===== src/rtl/mem_priv_pkg.sv =====
package mem_priv_pkg;
  typedef enum logic [1:0] {
    RG_ROM   = 2'd0,
    RG_SYS   = 2'd1,
    RG_LDR   = 2'd2,
    RG_OTHER = 2'd3
  } region_e;

  localparam int unsigned PRIV_W  = 4;
  localparam int unsigned DATA_W  = 8;
  localparam logic [1:0] SEL_PRIV   = 2'd0;
  localparam logic [1:0] SEL_MASK   = 2'd1;
  localparam logic [1:0] SEL_COMMIT = 2'd2;

  // bit index of each enable
  localparam int unsigned B_LDR_RD = 0;
  localparam int unsigned B_LDR_WR = 1;
  localparam int unsigned B_SYS_RD = 2;
  localparam int unsigned B_SYS_WR = 3;
endpackage


===== src/rtl/code_region_decode.sv =====
module code_region_decode
  import mem_priv_pkg::*;
#(
  parameter int unsigned ADDR_W = 16,
  parameter logic [ADDR_W-1:0] ROM_LO = 'h0000,
  parameter logic [ADDR_W-1:0] ROM_HI = 'h0FFF,
  parameter logic [ADDR_W-1:0] SYS_LO = 'h1000,
  parameter logic [ADDR_W-1:0] SYS_HI = 'h1FFF,
  parameter logic [ADDR_W-1:0] LDR_LO = 'h2000,
  parameter logic [ADDR_W-1:0] LDR_HI = 'h2FFF
) (
  input  logic [ADDR_W-1:0] addr_i,
  output region_e           region_o
);
  logic in_rom, in_sys, in_ldr;

  assign in_rom = (addr_i >= ROM_LO) && (addr_i <= ROM_HI);
  assign in_sys = (addr_i >= SYS_LO) && (addr_i <= SYS_HI);
  assign in_ldr = (addr_i >= LDR_LO) && (addr_i <= LDR_HI);

  always_comb begin
    if (in_rom)      region_o = RG_ROM;
    else if (in_sys) region_o = RG_SYS;
    else if (in_ldr) region_o = RG_LDR;
    else             region_o = RG_OTHER;
  end
endmodule


===== src/rtl/priv_reg_file.sv =====
module priv_reg_file
  import mem_priv_pkg::*;
(
  input  logic              clk_i,
  input  logic              rst_ni,
  input  region_e           ip_region_i,
  input  logic              we_i,
  input  logic [1:0]        sel_i,
  input  logic [PRIV_W-1:0] wdata_i,
  output logic [PRIV_W-1:0] priv_o,
  output logic [PRIV_W-1:0] mask_o
);
  localparam logic [PRIV_W-1:0] PRIV_RST = '1;
  localparam logic [PRIV_W-1:0] MASK_RST = '0;

  logic sys_trust, ldr_trust;
  logic [PRIV_W-1:0] wperm, keep;
  logic [PRIV_W-1:0] priv_q, mask_q, priv_d, mask_d;
  logic wr_priv, wr_mask, wr_commit;

  assign sys_trust = (ip_region_i == RG_ROM) || (ip_region_i == RG_SYS);
  assign ldr_trust = sys_trust || (ip_region_i == RG_LDR);

  assign wr_priv   = we_i && (sel_i == SEL_PRIV);
  assign wr_mask   = we_i && (sel_i == SEL_MASK);
  assign wr_commit = we_i && (sel_i == SEL_COMMIT);

  // upper pair belongs to the system area, lower pair to the loader area
  for (genvar b = 0; b < PRIV_W; b++) begin : g_bit
    if (b >= PRIV_W / 2) begin : g_sys
      assign wperm[b] = sys_trust;
      assign keep[b]  = sys_trust;
    end else begin : g_ldr
      assign wperm[b] = ldr_trust;
      assign keep[b]  = ldr_trust;
    end

    always_comb begin
      priv_d[b] = priv_q[b];
      mask_d[b] = mask_q[b];
      if (wr_priv) begin
        if (wperm[b]) priv_d[b] = wdata_i[b];
        mask_d[b] = 1'b0;
      end else if (wr_commit) begin
        if (wperm[b]) priv_d[b] = wdata_i[b] & mask_q[b];
        mask_d[b] = 1'b0;
      end else if (wr_mask) begin
        if (wperm[b]) mask_d[b] = wdata_i[b];
      end
      // leaving trusted code wins over any write
      if (!keep[b]) begin
        priv_d[b] = 1'b0;
        mask_d[b] = 1'b0;
      end
    end
  end

  always_ff @(posedge clk_i or negedge rst_ni) begin
    if (!rst_ni) begin
      priv_q <= PRIV_RST;
      mask_q <= MASK_RST;
    end else begin
      priv_q <= priv_d;
      mask_q <= mask_d;
    end
  end

  assign priv_o = priv_q;
  assign mask_o = mask_q;
endmodule


===== src/rtl/access_guard.sv =====
module access_guard
  import mem_priv_pkg::*;
(
  input  logic              valid_i,
  input  logic              write_i,
  input  region_e           region_i,
  input  logic [PRIV_W-1:0] priv_i,
  output logic              block_o
);
  logic allowed;

  always_comb begin
    unique case (region_i)
      RG_SYS:  allowed = write_i ? priv_i[B_SYS_WR] : priv_i[B_SYS_RD];
      RG_LDR:  allowed = write_i ? priv_i[B_LDR_WR] : priv_i[B_LDR_RD];
      default: allowed = 1'b1;
    endcase
  end

  assign block_o = valid_i && !allowed;
endmodule


===== src/rtl/mem_priv_ctrl.sv =====
module mem_priv_ctrl
  import mem_priv_pkg::*;
#(
  parameter int unsigned ADDR_W = 16,
  parameter logic [ADDR_W-1:0] ROM_LO = 'h0000,
  parameter logic [ADDR_W-1:0] ROM_HI = 'h0FFF,
  parameter logic [ADDR_W-1:0] SYS_LO = 'h1000,
  parameter logic [ADDR_W-1:0] SYS_HI = 'h1FFF,
  parameter logic [ADDR_W-1:0] LDR_LO = 'h2000,
  parameter logic [ADDR_W-1:0] LDR_HI = 'h2FFF
) (
  input  logic              clk_i,
  input  logic              rst_ni,
  input  logic [ADDR_W-1:0] ip_i,
  input  logic              reg_we_i,
  input  logic [1:0]        reg_sel_i,
  input  logic [7:0]        reg_wdata_i,
  output logic [7:0]        reg_rdata_o,
  input  logic              acc_valid_i,
  input  logic [ADDR_W-1:0] acc_addr_i,
  input  logic              acc_write_i,
  output logic              acc_block_o,
  output logic              fault_o
);
  localparam int unsigned PAD_W = DATA_W - PRIV_W;

  region_e ip_region, acc_region;
  logic [PRIV_W-1:0] priv_q, mask_q;
  logic block;
  logic unused_wdata_hi;

  assign unused_wdata_hi = ^reg_wdata_i[DATA_W-1:PRIV_W];

  code_region_decode #(
    .ADDR_W(ADDR_W), .ROM_LO(ROM_LO), .ROM_HI(ROM_HI), .SYS_LO(SYS_LO),
    .SYS_HI(SYS_HI), .LDR_LO(LDR_LO), .LDR_HI(LDR_HI)
  ) u_ip_dec (
    .addr_i  (ip_i),
    .region_o(ip_region)
  );

  code_region_decode #(
    .ADDR_W(ADDR_W), .ROM_LO(ROM_LO), .ROM_HI(ROM_HI), .SYS_LO(SYS_LO),
    .SYS_HI(SYS_HI), .LDR_LO(LDR_LO), .LDR_HI(LDR_HI)
  ) u_acc_dec (
    .addr_i  (acc_addr_i),
    .region_o(acc_region)
  );

  priv_reg_file u_regs (
    .clk_i      (clk_i),
    .rst_ni     (rst_ni),
    .ip_region_i(ip_region),
    .we_i       (reg_we_i),
    .sel_i      (reg_sel_i),
    .wdata_i    (reg_wdata_i[PRIV_W-1:0]),
    .priv_o     (priv_q),
    .mask_o     (mask_q)
  );

  access_guard u_guard (
    .valid_i (acc_valid_i),
    .write_i (acc_write_i),
    .region_i(acc_region),
    .priv_i  (priv_q),
    .block_o (block)
  );

  always_comb begin
    unique case (reg_sel_i)
      SEL_PRIV: reg_rdata_o = {{PAD_W{1'b0}}, priv_q};
      SEL_MASK: reg_rdata_o = {{PAD_W{1'b0}}, mask_q};
      default:  reg_rdata_o = '0;
    endcase
  end

  assign acc_block_o = block;
  assign fault_o     = block;
endmodule


===== config.mk =====
export PLATFORM = sky130hd
export DESIGN_NAME = mem_priv_ctrl
export DESIGN_NICKNAME = d
export VERILOG_FILES = /design/src/rtl/mem_priv_pkg.sv /design/src/rtl/code_region_decode.sv /design/src/rtl/priv_reg_file.sv /design/src/rtl/access_guard.sv /design/src/rtl/mem_priv_ctrl.sv
export SDC_FILE = /design/constraint.sdc
export NUM_CORES = 1
export LEC_CHECK = 0
export CAP_MARGIN = 20
export CORE_AREA = 8 8 45 47
export CTS_CLUSTER_DIAMETER = 120
export DETAILED_ROUTE_END_ITERATION = 10
export DIE_AREA = 0 0 53 55
export DONT_BUFFER_PORTS = 1
export SYNTH_ARGS = -nofsm -noshare
export SYNTH_HDL_FRONTEND = slang
export SYNTH_SLANG_ARGS = --single-unit

===== constraint.sdc =====
create_clock -name clk_i -period 2 [get_ports clk_i]
set_input_delay 0.3 -clock clk_i [delete_from_list [all_inputs] [get_ports clk_i]]
set_output_delay 0.3 -clock clk_i [all_outputs]
set_load 0.005 [all_outputs]

# Word-level counts from Yosys, hierarchy flattened
# Cells that the tools add are included.
[word_totals]
out_inout_bits = 10
regBits = 8
wordCells = 83
[classes]
reduce_logical = 15
order_cmp = 12
n_bitwise = 4
n_eq_ne = 10
n_mux = 38
[ops]
columns = ["cell", "count"]
rows = [
  ["$ge 16x1->1 const B", 2],
  ["$ge 16x13->1 const B", 2],
  ["$ge 16x14->1 const B", 2],
  ["$le 16x12->1 const B", 2],
  ["$le 16x13->1 const B", 2],
  ["$le 16x14->1 const B", 2],
  ["$mux 1", 32],
  ["$logic_and 1x1->1", 10],
  ["$mux 2", 4],
  ["$ne 4x4->1 const B", 2],
  ["$pmux 4 s2", 1],
  ["$eq 2x1->1 const B", 3],
  ["$eq 2x2->1 const B", 3],
  ["$ne 3x3->1 const B", 2],
  ["$and 1x1->1", 4],
  ["$logic_not 2->1", 2],
  ["$logic_or 1x1->1", 2],
  ["$pmux 1 s2", 1],
  ["$logic_not 1->1", 1],
]

# Longest topological paths before layout
# Gate-level depths: netlist of run 1.
[depth]
ltp_word = 9
mapped_depth = 5
ltp_nobuf = 4

# By module
# From an unflattened synthesis of run 1, not the netlist that was laid out.
[hier_totals]
cells_unflattened = 66
area_unflattened_um2 = 590.6
[modules_own_cells]
columns = ["module", "cells_per_inst", "seq_area_each_um2", "n_inst", "area_per_inst_um2"]
rows = [
  ["priv_reg_file", 39, 205.2, 1, 384.1],
  ["mem_priv_ctrl", 15, 0.0, 1, 101.3],
  ["access_guard", 8, 0.0, 1, 80.1],
  ["code_region_decode", 2, 0.0, 2, 12.5],
]

# Worst setup path after synthesis of run 1
# Ideal clock, no wire load.
[synth_path]
path_type = "input -> output"
startpoint = "input acc_addr_i[14]"
endpoint = "output fault_o"
arrival_time_ns = 1.475
setup_slack_ns = 0.225
path_stages = 5
path_cell_list = "or3_1 > ha_1 > nand2b_1 > a221oi_2 > buf_4"
[synth_via]
elab_chain_len = 9
elab_cells_between_ends = 17
classes_between = "order compare: 6; eq/ne: 2; mux: 4; reduce/logical: 5"
[synth_lines]
columns = ["item", "line", "rtl"]
rows = [
  ["from (decl)", "mem_priv_ctrl.sv:20", "input logic [ADDR_W-1:0] acc_addr_i,"],
  ["$ge 16x14->1 / $le 16x14->1 (equally long branches)", "code_region_decode.sv:19", "assign in_ldr = (addr_i >= LDR_LO) && (addr_i <= LDR_HI);"],
  ["$logic_and 1x1->1", "code_region_decode.sv:19", ""],
  ["$mux 1", "code_region_decode.sv:24", "else if (in_ldr) region_o = RG_LDR;"],
  ["$mux 2", "code_region_decode.sv:23", "else if (in_sys) region_o = RG_SYS;"],
  ["$mux 2 (*)", "code_region_decode.sv:22", "if (in_rom) region_o = RG_ROM;"],
  ["$eq 2x2->1 / $eq 2x1->1 (equally long branches)", "access_guard.sv:13", "unique case (region_i)"],
  ["$pmux 1 s2 (*)", "access_guard.sv:13", ""],
  ["$logic_not 1->1 (*)", "access_guard.sv:20", "assign block_o = valid_i && !allowed;"],
  ["$logic_and 1x1->1 (*)", "access_guard.sv:20", ""],
  ["to (decl)", "mem_priv_ctrl.sv:23", "output logic fault_o"],
]
# Mark *: on every way between the ends. The rest lies on a longest branch, timed or not.

# Final worst setup path of run 1
# Ends and elaborated chain as after synthesis.

==> results of run 1 <==
[what timing repair did]
item / CTS / global route
setup buffers: 0 / 0
gates resized for setup: 0 / 0
endpoints found under the setup margin: 0 / 0
hold endpoints to repair: 8 / 0
hold buffers: 1 / 0
[cells in the final DEF, fill, tap and decap left out, drive strengths merged, types with 2 or more instances in the layout]
cell and instances:
or3 2, or2b 4, and2b 2, clkbuf 3, conb 4, nand2b 6
a21oi 4, a31oi 4, nand3 12, inv 2, dfrtp 4, nor2 4
dfstp 4, mux2i 4, nand2 4, mux2 2, ha 2
[cells by family after synthesis]
kind of cell | share of synthesized area (%)
AOI/OAI and AO/OA | 10.7
DFF | 32.0
other | 0.584
buffers and inverters | 11.1
and+or+nand+nor | 31.4
muxes | 10.3
adders and majority gates | 3.90
[Yosys cell counts (2+ instances only)]
| master | n | share of area, % |
|---|---|---|
| sky130_fd_sc_hd__mux2i_1 | 4 | 6.2 |
| sky130_fd_sc_hd__inv_1 | 2 | 1.2 |
| sky130_fd_sc_hd__a21oi_1 | 4 | 3.1 |
| sky130_fd_sc_hd__dfrtp_1 | 4 | 16 |
| sky130_fd_sc_hd__or2b_1 | 4 | 4.7 |
| sky130_fd_sc_hd__buf_4 | 7 | 8.2 |
| sky130_fd_sc_hd__nand2_1 | 4 | 2.3 |
| sky130_fd_sc_hd__nand3_1 | 12 | 9.4 |
| sky130_fd_sc_hd__nand2b_1 | 5 | 4.9 |
| sky130_fd_sc_hd__a31oi_1 | 4 | 3.9 |
| sky130_fd_sc_hd__dfstp_2 | 4 | 16 |
| sky130_fd_sc_hd__nor2_1 | 4 | 2.3 |
| sky130_fd_sc_hd__ha_1 | 2 | 3.9 |
[layout make-up]
class / count / area share, %
flip-flops and latches: 8 / 32.0
multi-input cells: 57 / 58.7
well taps: 16 / 3.12
inverters: 2 / 1.17
clock buffers: 3 / 3.51
repair buffers: 1 / 1.56
[where the power goes]
| part | total, mW | switching [mW] | internal (mW) |
|---|---|---|---|
| Sequential | 0.165 | 0.00115 | 0.164 |
| Combinational | 0.0344 | 0.0175 | 0.0169 |
| Clock | 0.123 | 0.0539 | 0.0686 |
[sequential cells by signal (all words and copies together), names as in the netlist]
register,count
u_regs.mask_o,4
u_regs.priv_o,4
[path summary, 6_finish.rpt]
| kind | startpoint | to | slack [ns] | cells past startpoint |
|---|---|---|---|---|
| max | acc_addr_i[14] | fault_o | 0.31 | 4 |
| min | reg_wdata_i[2] | u_regs.priv_o[2] | 0.15 | 2 |
| max reg2reg | u_regs.priv_o[3] | u_regs.priv_o[3] | 1.18 | 2 |
| min reg2reg | u_regs.priv_o[1] | u_regs.priv_o[1] | 0.48 | 2 |
| max in group asynchronous | rst_ni | u_regs.priv_o[0] | 1.29 | 1 |
| min in group asynchronous | rst_ni | u_regs.mask_o[3] | 0.40 | 1 |
[metrics by stage]
| step | worst slack, ns | hold slack (ns) | utilization (%) | power (mW) | area, um2 |
|---|---|---|---|---|---|
| after floorplan | 0.225 | 0.00441 | - | 0.212 | 653 |
| after CTS | 0.299 | 0.152 | 46.4 | 0.327 | 642 |
| after detailed placement | 0.299 | 0.00465 | 44.0 | 0.198 | 609 |
| after global placement | 0.303 | 0.00465 | 44.0 | 0.197 | 609 |
| final | 0.313 | 0.154 | 46.4 | 0.322 | 642 |
| after global routing | 0.253 | 0.132 | 46.4 | 0.344 | 642 |
[metal layers]
layer | share of wire (%) | routed length [um]
met5 | 0 | 0
met4 | 0.60 | 8
met3 | 9.4 | 126
met2 | 52 | 693
met1 | 38 | 515
==> metrics.log, run 1 <==
[metrics] standard-cell row count: 14
[metrics] core area: 1380 um2
[metrics] Port Buffer Count: 0
[metrics] share of synthesized registers carrying an async set or reset: 100%
[metrics] list of cells traversed by the critical path: or3_1 -> ha_1 -> nand2b_1 -> a221oi_2
[metrics] maximum frequency from static timing analysis: 0.593 GHz
[metrics] net total in the final layout: 122
[metrics] number of distinct library cells after synthesis: 25
[metrics] synth warn: 0
[metrics] clock tree buffer depth: 2
[metrics] number of hold violations in the final report: 0
[metrics] gpl congestion: 0.686
[metrics] met1 Use GR: 9.61%
[metrics] DRT iter0 DRCs: 6
[metrics] GR met2 Demand/Resource: 16.8%
[metrics] CP bufs+invs: 0
[metrics] detailed-router iteration count before antenna repair: 4
[metrics] largest voltage drop on the vdd net: 0.316 mV
[metrics] most used routing layer in global routing: met2
[metrics] clock tree from TritonCTS: built
[metrics] final number of setup-violating endpoints: 0
[metrics] Final min period: 1.69 ns
[metrics] DIE HEIGHT: 55 um
[metrics] number of vias per cell after detailed routing: 5.59
[metrics] met3 Resource Use GR: 6.15%
[metrics] global router's overall resource usage: 9.74%
[metrics] Die X: 53 um
[metrics] placed cells: 83
[metrics] Cell Pwr Density: 502 nW/um2
[metrics] Primary FF master, synth: sky130_fd_sc_hd__dfstp_2
[metrics] area of the multi-input gates: 377 um2
[metrics] DRC Markers: 0
[metrics] Critical Path End Type: output port
[metrics] number of fill cells in the layout: 135
[metrics] H-tree levels: 1
[metrics] Arr. time, crit path: 1.39 ns
[metrics] Post-synth EDFFs: 0
[metrics] wire length of the first global-routing pass: 2060 um
[metrics] sinks on the clock net: 8
[metrics] area of the die: 2920 um2
[metrics] CTS root buf: sky130_fd_sc_hd__clkbuf_4
[metrics] number of nets with antenna violations after detailed routing: 0
[metrics] initial antenna violation count: 0
[metrics] ratio of cells with drive above 1 in the final layout: 19.7%
[metrics] CP Max Fanout: 2
[metrics] required arrival time at the worst endpoint: 1.70 ns
[metrics] family with the most delay on the worst path: simple AND/OR/NAND/NOR gates
[metrics] Fin Clk Skew: 0.000155 ns
[metrics] nature of the critical path startpoint: input port
[metrics] post-synthesis to final-layout area growth: 0%
[metrics] FF+latch count, synth: 8
[metrics] Period Utilization, post-route: 84.3%
[metrics] number of global-route vias before repair: 429
[metrics] total standard cell area after synthesis: 642 um2
[metrics] max-slew violation count: 0
[metrics] largest net degree at the start of global routing: 14
[metrics] routed vias: 486
[metrics] antenna fix cells: 0
[metrics] wire length per cell: 15.4 um
[metrics] type of the tightest min-delay check: input port to flop
[metrics] initial core utilization: 46.4%
[metrics] wire length reported by the detailed router: 1340 um
[metrics] global-route congestion overflow total: 0
[metrics] Largest stage delay, worst path: 0.38 ns
[metrics] number of placed I/O pins: 57
[metrics] clock insertion delay at the later pin of the skew report: 0.25 ns
[metrics] unrepaired setup endpoints after global routing: no
[metrics] Register Area: 205 um2
[metrics] start-to-end type of the worst setup path: input port to output port
[metrics] fin cells: 87
[metrics] proportion of synthesized chip area in sequential cells: 32.0%
[metrics] post-route setup TNS: 0 ns
[metrics] reported max-cap violation count: 0
[metrics] syn_area_per_cell: 8.91 um2
[metrics] library cell contributing the largest single delay on the critical path: sky130_fd_sc_hd__or3_1
[metrics] clock edge transition at the registers on the reported setup and hold paths: 0.05 ns
[metrics] result of the run: finished clean
[metrics] Static Leak: 0.255 nW
[metrics] Mapped Cells: 72
[metrics] number of clock buffers inserted by TritonCTS: 3
[metrics] placed wire-length estimate: 1100 um
Power figures use the tool's default switching activity.
==> run 2, diff against run 1 <==
==> constraint.sdc (replaced) <==
create_clock -name clk_i -period 1.7 [get_ports clk_i]
set_input_delay 0.255 -clock clk_i [delete_from_list [all_inputs] [get_ports clk_i]]
set_output_delay 0.255 -clock clk_i [all_outputs]
set_load 0.005 [all_outputs]
==> results of run 2 <==
Same layout as run 1 (identical final DEF). Status: finished clean.
Among the figures that moved: setup slack after placement 0.299 ns -> 0.0886 ns; setup slack after layout 0.313 ns -> 0.103 ns; hold slack 0.154 ns -> 0.109 ns; register-to-register setup slack 1.18 ns -> 0.88 ns; total power 0.322 mW -> 0.379 mW; worst IR drop on VDD 0.316 mV -> 0.372 mV
